**src/rtl/vps_pkg.sv**
```systemverilog
package vps_pkg;
    localparam int PN_W     = 20;
    localparam int OFS_W    = 12;
    localparam int TID_W    = 8;
    localparam int SZ_W     = 4;
    localparam int ATTR_W   = 8;
    localparam int USR_W    = 4;
    localparam int PERM_W   = 6;
    localparam int ESEL_W   = 4;
    localparam int ESEL_LSB = 16;
    localparam int TSEL_BIT = 28;
    localparam int SZ_MAX   = 9;

    typedef struct packed {
        logic              v;
        logic              ip;
        logic [TID_W-1:0]  tid;
        logic              ts;
        logic [SZ_W-1:0]   sz;
        logic [PN_W-1:0]   epn;
        logic [ATTR_W-1:0] attr;
        logic [PN_W-1:0]   rpn;
        logic [USR_W-1:0]  usr;
        logic [PERM_W-1:0] perm;
    } vps_entry_t;

    function automatic vps_entry_t unpack_entry(input logic [31:0] r1,
                                                input logic [31:0] r2,
                                                input logic [31:0] r3);
        vps_entry_t e;
        e.v    = r1[31];
        e.ip   = r1[30];
        e.tid  = r1[23:16];
        e.ts   = r1[12];
        e.sz   = r1[11:8];
        e.epn  = r2[31:12];
        e.attr = {r2[9], r2[6:0]};
        e.rpn  = r3[31:12];
        e.usr  = r3[9:6];
        e.perm = r3[5:0];
        return e;
    endfunction

    function automatic logic [31:0] pack_r1(input vps_entry_t e);
        return {e.v, e.ip, 6'b0, e.tid, 3'b0, e.ts, e.sz, 8'b0};
    endfunction

    function automatic logic [31:0] pack_r2(input vps_entry_t e);
        return {e.epn, 2'b0, e.attr[7], 2'b0, e.attr[6:0]};
    endfunction

    function automatic logic [31:0] pack_r3(input vps_entry_t e);
        return {e.rpn, 2'b0, e.usr, e.perm};
    endfunction

    // permission bit index: read 0/1, write 2/3, execute 4/5; odd = user
    function automatic logic [2:0] perm_index(input logic [1:0] acc, input logic sup);
        logic [1:0] k;
        k = acc[1] ? 2'd2 : {1'b0, acc[0]};
        return {k, ~sup};
    endfunction
endpackage

```
**src/rtl/vps_match.sv**
```systemverilog
module vps_match
    import vps_pkg::*;
(
    input  logic              ent_v,
    input  logic              ent_ts,
    input  logic [TID_W-1:0]  ent_tid,
    input  logic [SZ_W-1:0]   ent_sz,
    input  logic [PN_W-1:0]   ent_epn,
    input  logic [PN_W-1:0]   vpn,
    input  logic [TID_W-1:0]  pid,
    input  logic              as_i,
    output logic              hit,
    output logic [PN_W-1:0]   mask
);
    logic       sz_ok;
    logic [4:0] shamt;
    logic       tid_ok;

    always_comb begin
        sz_ok  = (ent_sz != '0) && (ent_sz <= SZ_W'(SZ_MAX));
        shamt  = {ent_sz - SZ_W'(1), 1'b0};
        mask   = sz_ok ? ((PN_W'(1) << shamt) - PN_W'(1)) : '0;
        tid_ok = (ent_tid == '0) || (ent_tid == pid);
        hit    = ent_v && sz_ok && (ent_ts == as_i) && tid_ok &&
                 (((vpn ^ ent_epn) & ~mask) == '0);
    end
endmodule

```
**src/rtl/vps_prio.sv**
```systemverilog
module vps_prio #(
    parameter int N     = 16,
    localparam int IDX_W = $clog2(N)
) (
    input  logic [N-1:0]     req,
    output logic [IDX_W-1:0] idx,
    output logic             any,
    output logic [N-1:0]     gnt
);
    always_comb begin
        idx = '0;
        for (int i = N - 1; i >= 0; i--) begin
            if (req[i]) idx = IDX_W'(i);
        end
        any = |req;
        gnt = any ? (N'(1) << idx) : '0;
    end
endmodule

```
**src/rtl/vps_tlb.sv**
```systemverilog
module vps_tlb
    import vps_pkg::*;
#(
    parameter int NUM_ENT = 16,
    localparam int IDX_W  = $clog2(NUM_ENT)
) (
    input  logic                clk,
    input  logic                rst_n,
    input  logic                stg_we,
    input  logic [1:0]          stg_sel,
    input  logic [31:0]         stg_wdata,
    input  logic                ent_wr,
    input  logic                ent_rd,
    input  logic                flash_inv,
    input  logic                lk_req,
    input  logic [31:0]         lk_ea,
    input  logic [TID_W-1:0]    lk_pid,
    input  logic                lk_as,
    input  logic                lk_sup,
    input  logic [1:0]          lk_acc,
    output logic [31:0]         stg0_q,
    output logic [31:0]         stg1_q,
    output logic [31:0]         stg2_q,
    output logic [31:0]         stg3_q,
    output logic                lk_hit,
    output logic                lk_miss,
    output logic [31:0]         lk_pa,
    output logic [ATTR_W-1:0]   lk_attr,
    output logic                lk_fault
);
    typedef struct packed {
        vps_entry_t [NUM_ENT-1:0] ent;
        logic [3:0][31:0]         stg;
        logic                     hit;
        logic                     miss;
        logic                     fault;
        logic [31:0]              pa;
        logic [ATTR_W-1:0]        attr;
    } state_t;

    state_t s_d, s_q;

    logic [NUM_ENT-1:0] hitv;
    logic [NUM_ENT-1:0] gnt;
    logic [NUM_ENT-1:0] wr_vec;
    logic [PN_W-1:0]    mask_a [NUM_ENT];
    logic [IDX_W-1:0]   gidx;
    logic               hit_any;
    logic               tsel;
    logic [ESEL_W-1:0]  esel;
    logic               sel_ok;
    logic [IDX_W-1:0]   eidx;

    assign tsel   = s_q.stg[0][TSEL_BIT];
    assign esel   = s_q.stg[0][ESEL_LSB +: ESEL_W];
    assign sel_ok = {1'b0, esel} < (ESEL_W+1)'(NUM_ENT);
    assign eidx   = esel[IDX_W-1:0];

    for (genvar g = 0; g < NUM_ENT; g++) begin : g_ent
        vps_match u_match (
            .ent_v   (s_q.ent[g].v),
            .ent_ts  (s_q.ent[g].ts),
            .ent_tid (s_q.ent[g].tid),
            .ent_sz  (s_q.ent[g].sz),
            .ent_epn (s_q.ent[g].epn),
            .vpn     (lk_ea[31:OFS_W]),
            .pid     (lk_pid),
            .as_i    (lk_as),
            .hit     (hitv[g]),
            .mask    (mask_a[g])
        );
        assign wr_vec[g] = ent_wr && tsel && sel_ok && (eidx == IDX_W'(g));

        // protected entries survive flash unless rewritten
        assert_iprot_keep_R11: assert property (@(posedge clk) disable iff (!rst_n)
            (flash_inv && s_q.ent[g].v && s_q.ent[g].ip && !wr_vec[g]) |=> s_q.ent[g].v);
        assert_flash_clear_R11: assert property (@(posedge clk) disable iff (!rst_n)
            (flash_inv && !s_q.ent[g].ip && !wr_vec[g]) |=> !s_q.ent[g].v);
    end

    vps_prio #(.N(NUM_ENT)) u_prio (
        .req (hitv),
        .idx (gidx),
        .any (hit_any),
        .gnt (gnt)
    );

    vps_entry_t       sel_e;
    vps_entry_t       rd_e;
    logic [PN_W-1:0]  sel_m;
    logic [PN_W-1:0]  pa_pn;
    logic             perm_ok;

    always_comb begin
        sel_e   = s_q.ent[gidx];
        sel_m   = mask_a[gidx];
        rd_e    = s_q.ent[eidx];
        pa_pn   = (sel_e.rpn & ~sel_m) | (lk_ea[31:OFS_W] & sel_m);
        perm_ok = sel_e.perm[perm_index(lk_acc, lk_sup)];

        s_d = s_q;

        // lookup result, registered
        s_d.hit   = lk_req && hit_any;
        s_d.miss  = lk_req && !hit_any;
        s_d.pa    = (lk_req && hit_any) ? {pa_pn, lk_ea[OFS_W-1:0]} : '0;
        s_d.attr  = (lk_req && hit_any) ? sel_e.attr : '0;
        s_d.fault = lk_req && hit_any && !perm_ok;

        // staging registers
        if (stg_we) s_d.stg[stg_sel] = stg_wdata;
        if (ent_rd && tsel && sel_ok) begin
            s_d.stg[1] = pack_r1(rd_e);
            s_d.stg[2] = pack_r2(rd_e);
            s_d.stg[3] = pack_r3(rd_e);
        end

        // flash invalidate, then committed write
        for (int i = 0; i < NUM_ENT; i++) begin
            if (flash_inv && !s_q.ent[i].ip) s_d.ent[i].v = 1'b0;
            if (wr_vec[i]) s_d.ent[i] = unpack_entry(s_q.stg[1], s_q.stg[2], s_q.stg[3]);
        end
    end

    always_ff @(posedge clk) begin
        if (!rst_n) s_q <= '0;
        else        s_q <= s_d;
    end

    assign stg0_q   = s_q.stg[0];
    assign stg1_q   = s_q.stg[1];
    assign stg2_q   = s_q.stg[2];
    assign stg3_q   = s_q.stg[3];
    assign lk_hit   = s_q.hit;
    assign lk_miss  = s_q.miss;
    assign lk_pa    = s_q.pa;
    assign lk_attr  = s_q.attr;
    assign lk_fault = s_q.fault;

    assert_hit_miss_excl_R10: assert property (@(posedge clk) disable iff (!rst_n)
        !(lk_hit && lk_miss));
    assert_miss_no_xlate_R10: assert property (@(posedge clk) disable iff (!rst_n)
        lk_miss |-> (lk_pa == '0 && lk_attr == '0 && !lk_fault));
    assert_resp_needs_req_R12: assert property (@(posedge clk) disable iff (!rst_n)
        (lk_hit || lk_miss) |-> $past(lk_req));
    assert_req_gets_resp_R12: assert property (@(posedge clk) disable iff (!rst_n)
        lk_req |=> (lk_hit || lk_miss));
    assert_fault_needs_hit_R9: assert property (@(posedge clk) disable iff (!rst_n)
        lk_fault |-> lk_hit);
    assert_grant_onehot_R8: assert property (@(posedge clk) disable iff (!rst_n)
        $onehot0(gnt) && ((gnt & hitv) == gnt));
endmodule

```
**config.mk**
```make
export PLATFORM = sky130hd
export DESIGN_NAME = vps_tlb
export DESIGN_NICKNAME = d
export VERILOG_FILES = /design/src/rtl/vps_pkg.sv /design/src/rtl/vps_match.sv /design/src/rtl/vps_prio.sv /design/src/rtl/vps_tlb.sv
export SDC_FILE = /design/constraint.sdc
export NUM_CORES = 2
export LEC_CHECK = 0
export BUFFER_PORTS_ARGS = -buffer_cell sky130_fd_sc_hd__buf_2
export CAP_MARGIN = 20
export CORE_MARGIN = 3
export CORE_UTILIZATION = 30
export DETAILED_ROUTE_END_ITERATION = 10
export PLACE_DENSITY = 0.47
export SYNTH_ARGS = -nofsm -noshare
export SYNTH_HDL_FRONTEND = slang
export SYNTH_HIERARCHICAL = 1
export SYNTH_SLANG_ARGS = --single-unit
```
**constraint.sdc**
```tcl
create_clock -name clk -period 5.9 [get_ports clk]
set_clock_uncertainty 0.2 [all_clocks]
set_input_delay 1.18 -clock clk [delete_from_list [all_inputs] [get_ports clk]]
set_output_delay 1.18 -clock clk [all_outputs]
set_load 0.01 [all_outputs]
```
Word level (Yosys, flattened, before mapping):

Index checks and enable logic that the tools add are counted.

* add/sub/neg operators: 32
* order comparisons: 22
* equality and inequality tests: 47
* shift-type cells: 16
* multiplexer cells: 79
* bitwise gates (word level): 55
* reduce and logical (&&, ||, !) cells: 221

Operators with widths (number)
* 73-bit 2-to-1 mux: 17
* 73-bit binary-select mux with 4-bit select: 2
* 20-bit AND: 18
* 20-bit 2-to-1 mux: 18
* 20-bit NOT: 17
* 20-bit zero test: 16
* 1-bit by 5-bit left shift with 20-bit output, first input constant: 16
* 20-bit by 1-bit subtractor with 20-bit output, second input constant: 16
* 20-bit XOR: 16
* 128-bit bitwise mux: 1
* 8-bit == test: 16
* 8-bit zero test: 16
* 128-bit 2-to-1 mux: 1
* 1-bit logical AND: 118
* 96-bit 2-to-1 mux: 1
* 20-bit binary-select mux with 4-bit select: 1
* 32-bit demux with 2-bit select: 1
* 4-bit less-or-equal comparator, second input constant: 16
* 4-bit 2-to-1 mux: 16
* 4-bit nonzero test: 16
* 4-bit by 1-bit subtractor with 4-bit output, second input constant: 16
* 38-bit 2-to-1 mux: 1
* 2-bit nonzero test: 17
* 4-bit == test, second input constant: 8
* other kinds (22): 91

* register bits after elaboration: 1339
* input bits: 85
* output and inout port bits: 171
* logic and storage cells: 644

Longest topological paths before layout:

* depth after elaboration: 31
* mapped depth: 24
* mapped depth without buffers: 19

Modules after synthesis:

Netlist, hierarchy kept.

Modules (own cells, without submodules)
* vps_tlb: instances 1, cells an instance 6910, area an instance 66647.7 µm², seq. area each 26805.7 µm²
* vps_match: instances 16, cells an instance 120, area an instance 812.0 µm², seq. area each 0.0 µm²
* vps_prio: instances 1, cells an instance 70, area an instance 396.6 µm², seq. area each 0.0 µm²

Worst setup path after synthesis:

No wires, ideal clock.

* path kind: input-to-reg
* start: input port lk_as
* end: register s_q (netlist bit lk_pa[20])
* library setup time: 0.128 ns
* data arrival time: 5.163 ns
* data required time: 5.572 ns
* setup slack: 0.410 ns
* cell stages on the path: 17
* path buffers: 2
* cell sequence: xor2_1 nor3_1 o2111ai_1 or4_1 a2111oi_2 o2111a_1 inv_2 a221oi_2 o211ai_2 a21o_4 inv_2 buf_2 buf_2 mux4_2 mux4_2 mux2i_1 nor2_1

RTL lines
* start, declared: RTL line vps_tlb.sv:18 `input logic lk_as,`
* 1-bit == test (*): RTL line vps_match.sv:24 `hit = ent_v && sz_ok && (ent_ts == as_i) && tid_ok &&`
* 1-bit logical AND (*) (3 in a row): RTL line vps_match.sv:24
* named net hitv[11]: RTL line vps_tlb.sv:43 `logic [NUM_ENT-1:0] hitv;`
* 4-bit 2-to-1 mux (*) (12 in a row): RTL line vps_prio.sv:13 `if (req[i]) idx = IDX_W'(i);`
* named net gidx[0]: RTL line vps_tlb.sv:47 `logic [IDX_W-1:0] gidx;`
* 4-bit NOT with 5-bit output (implied by the code): RTL line vps_tlb.sv:96 `sel_m = mask_a[gidx];`
* 20-bit binary-select mux with 4-bit select: RTL line vps_tlb.sv:96
* 20-bit 2-to-1 mux (implied by the code) (2 in a row): RTL line vps_tlb.sv:96
* 20-bit NOT: RTL line vps_tlb.sv:98 `pa_pn = (sel_e.rpn & ~sel_m) | (lk_ea[31:OFS_W] & sel_m);`
* 20-bit AND: RTL line vps_tlb.sv:98
* 20-bit OR (*): RTL line vps_tlb.sv:98
* end signal, assigned: RTL line vps_tlb.sv:126 `if (!rst_n) s_q <= '0;`
* end signal, assigned: RTL line vps_tlb.sv:127 `else s_q <= s_d;`
* end, declared: RTL line vps_tlb.sv:41 `state_t s_d, s_q;`

Mark *: on every way through the listed nets, which the timed path passes. The rest lies on a longest branch. The select of a mux whose other input is x is not followed.
A chain may end at the register's enable or synchronous reset.

==> metrics.md <==
| Metric | Value |
|---|---|
| Status | finished, final reports clean |
| Nets@finish | 9100 |
| Drt drc | 0 |
| First-pass GRT wire length | 570400 um |
| Worst EP required | 6390 ps |
| Synthesized cell area | 79850 sq um |
| Reg clk slew, reported paths | 60 ps |
| Setup Buffers After CTS | 0 |
| Total number of vias | 71500 |
| Fin util | 0.3517 |
| Finished Cell Area | 92730 sq um |
| Setup violations, final | 0 |
| Clock Latency Late Sink | 880 ps |
| Port-buffer cells | 255 |
| Slowest stage delay, CP | 730 ps |
| Final WS setup | 49.10 ps |
| # fillers | 26710 |
| Hold WC Path Type | reg2reg |
| Fmax | 0.1709 GHz |
| Mean Syn Cell Area | 9.003 sq um |
| CTS tree | built |
| Final Non-Filler Cells | 12660 |
| Final Hold Fails | 0 |
| Post-Place Worst Slack | -715.9 ps |
| Final min period | 5851 ps |
| Die Y | 521.9 um |
| Max_slew headroom | 0.2180 |
| CP cell instances | nor3_1 -> nand2_1 -> ha_1 -> buf_4 -> o311ai_1 -> nor2_1 -> a2111oi_2 -> o2111a_1 -> nor2_1 -> nand2_1 -> a21oi_1 -> nor2_4 -> buf_12 -> mux4_2 -> mux4_2 -> mux2i_1 -> nor2_1 |
| Routed wire length | 415700 um |
| Initial antenna violation count | 44 |
| Via-to-Cell Ratio | 5.649 |
| CTS Buf Count | 174 |
| Hpwl dp | 292100 um |
| Horiz. Die Dim | 521.9 um |
| Post-CTS sizing | 0 |
| Crit. End Element | register |
| Tot GR Track Use | 0.2957 |
| Syn. warnings | 6 |
| Pre-antenna DRT Iters | 7 |
| CP max FO | 36 |
| Area after DPL | 86850 sq um |
| CP most frequent cell | nor2_1 |
| Htree depth | 4 |
| Core Area | 263700 sq um |
| Max-cap viol count | 0 |
| Synth Instances | 8869 |
| Largest net degree at the start of global routing | 202 |
| Max Slew Vio Count | 0 |
| Lkg Pwr | 33.61 nW |
| Global placement routability congestion | 1.032 |
| Starting Density | 0.3028 |
| I/O pin cnt | 256 |
| Post-DRT Antenna Nets | 0 |
| Worst-Margin Slew | 1164 ps |
| Placed cells | 12340 |
| Sink Count | 1339 |
| 1st-iter DRT viols | 7911 |
| Buffers and inverters on the worst path | 2 |
| Maximum clock path buffer count | 4 |
| WL/cell | 32.84 um |
| Reg2Reg Setup Slack | 50 ps |
| Vias in the first global route | 68140 |
| Arrival time worst endpoint | 6340 ps |
| Setup CP Type | reg2reg |
| Layout cell share with drive strength beyond 1 | 0.2169 |
| Power per cell area | 231.9 nW/um^2 |
| Grt ovf | 0 |
| DIE AREA | 272400 sq um |
| Critical path launch point type | register |
| Clock Root Buffer | clkbuf_16 |
| Slowest-stage cell, CP | o311ai_1 |
| Peak supply drop | 0.2069 mV |
| Area Overhead vs Synth | 16.13% |
| CP top delay family | compound AO/OA/AOI/OAI gates |
| Hold-fix buffers at CTS | 0 |
| Period utilization | 0.9917 |
| Row count | 188 |
final timing paths:
path | depth (start not counted) | end | start
setup / recovery | 17 | lk_pa[25] | s_q[523]
hold / removal | 2 | s_q[762] | s_q[762]
setup reg to reg | 17 | lk_pa[25] | s_q[523]
hold reg to reg | 2 | s_q[762] | s_q[762]
tightest hold or removal path, stage by stage (launching register included):
cell and delay [ps]:
dfxtp_1 300, nand2_1 50, a21boi_1 50
sequential cells by signal, indices dropped and copies added (netlist names):
name / count
lk_hit: 1
stg0_q: 32
stg1_q: 32
lk_miss: 1
stg2_q: 32
lk_pa: 32
lk_fault: 1
lk_attr: 8
stg3_q: 32
s_q: 1168
metal layers:
layer,GRT usage,vias up,part of all wire
met5,0,-,0.00090
met4,0.1463,20,0.056
met3,0.05009,730,0.076
met2,0.4587,3492,0.45
met1,0.3969,36460,0.42
li1,-,30800,-
metrics by stage:
step	TNS (ps)	total power [W]	hold WS (ps)
floorplan	0	0.01009	231.9
global placement	-18760	0.01080	237.6
detailed placement	-18420	0.01081	245.0
CTS	0	0.02167	252.3
global route	-17.16	0.02207	269.7
finish	0	0.02150	253.3
layout make-up:
class	instances	area, sq um	area share
Clock inverter	45	623.1	0.006719
Clock buffer	251	5044	0.05439
Timing Repair Buffer	961	7517	0.08106
Multi-Input combinational cell	6404	47800	0.5154
Inverter	119	469.2	0.005060
Tap cell	3515	4398	0.04743
Sequential cell	1339	26830	0.2893
Antenna cell	23	57.56	0.0006207
placed cells by master (no fill, tap or decap), types with 98 or more instances in the layout:
cell type  instances
buf_2            253
dfxtp_1         1330
xnor2_1          320
mux2i_1          106
clkbuf_16        175
mux4_2           597
a21boi_1         237
a21oi_1          116
xor2_1           176
a21boi_0         964
nor2_1           184
nand2_1         2629
buf_4            634
o21ai_0           98
power by group:
part	total, W	internal [W]	switching (W)
combinational	0.00142	0.000514	0.000909
sequential	0.00920	0.00908	0.000123
clock	0.0109	0.00648	0.00440
total	0.0215	0.0161	0.00543
No activity file was read; power rests on OpenSTA's default activity.
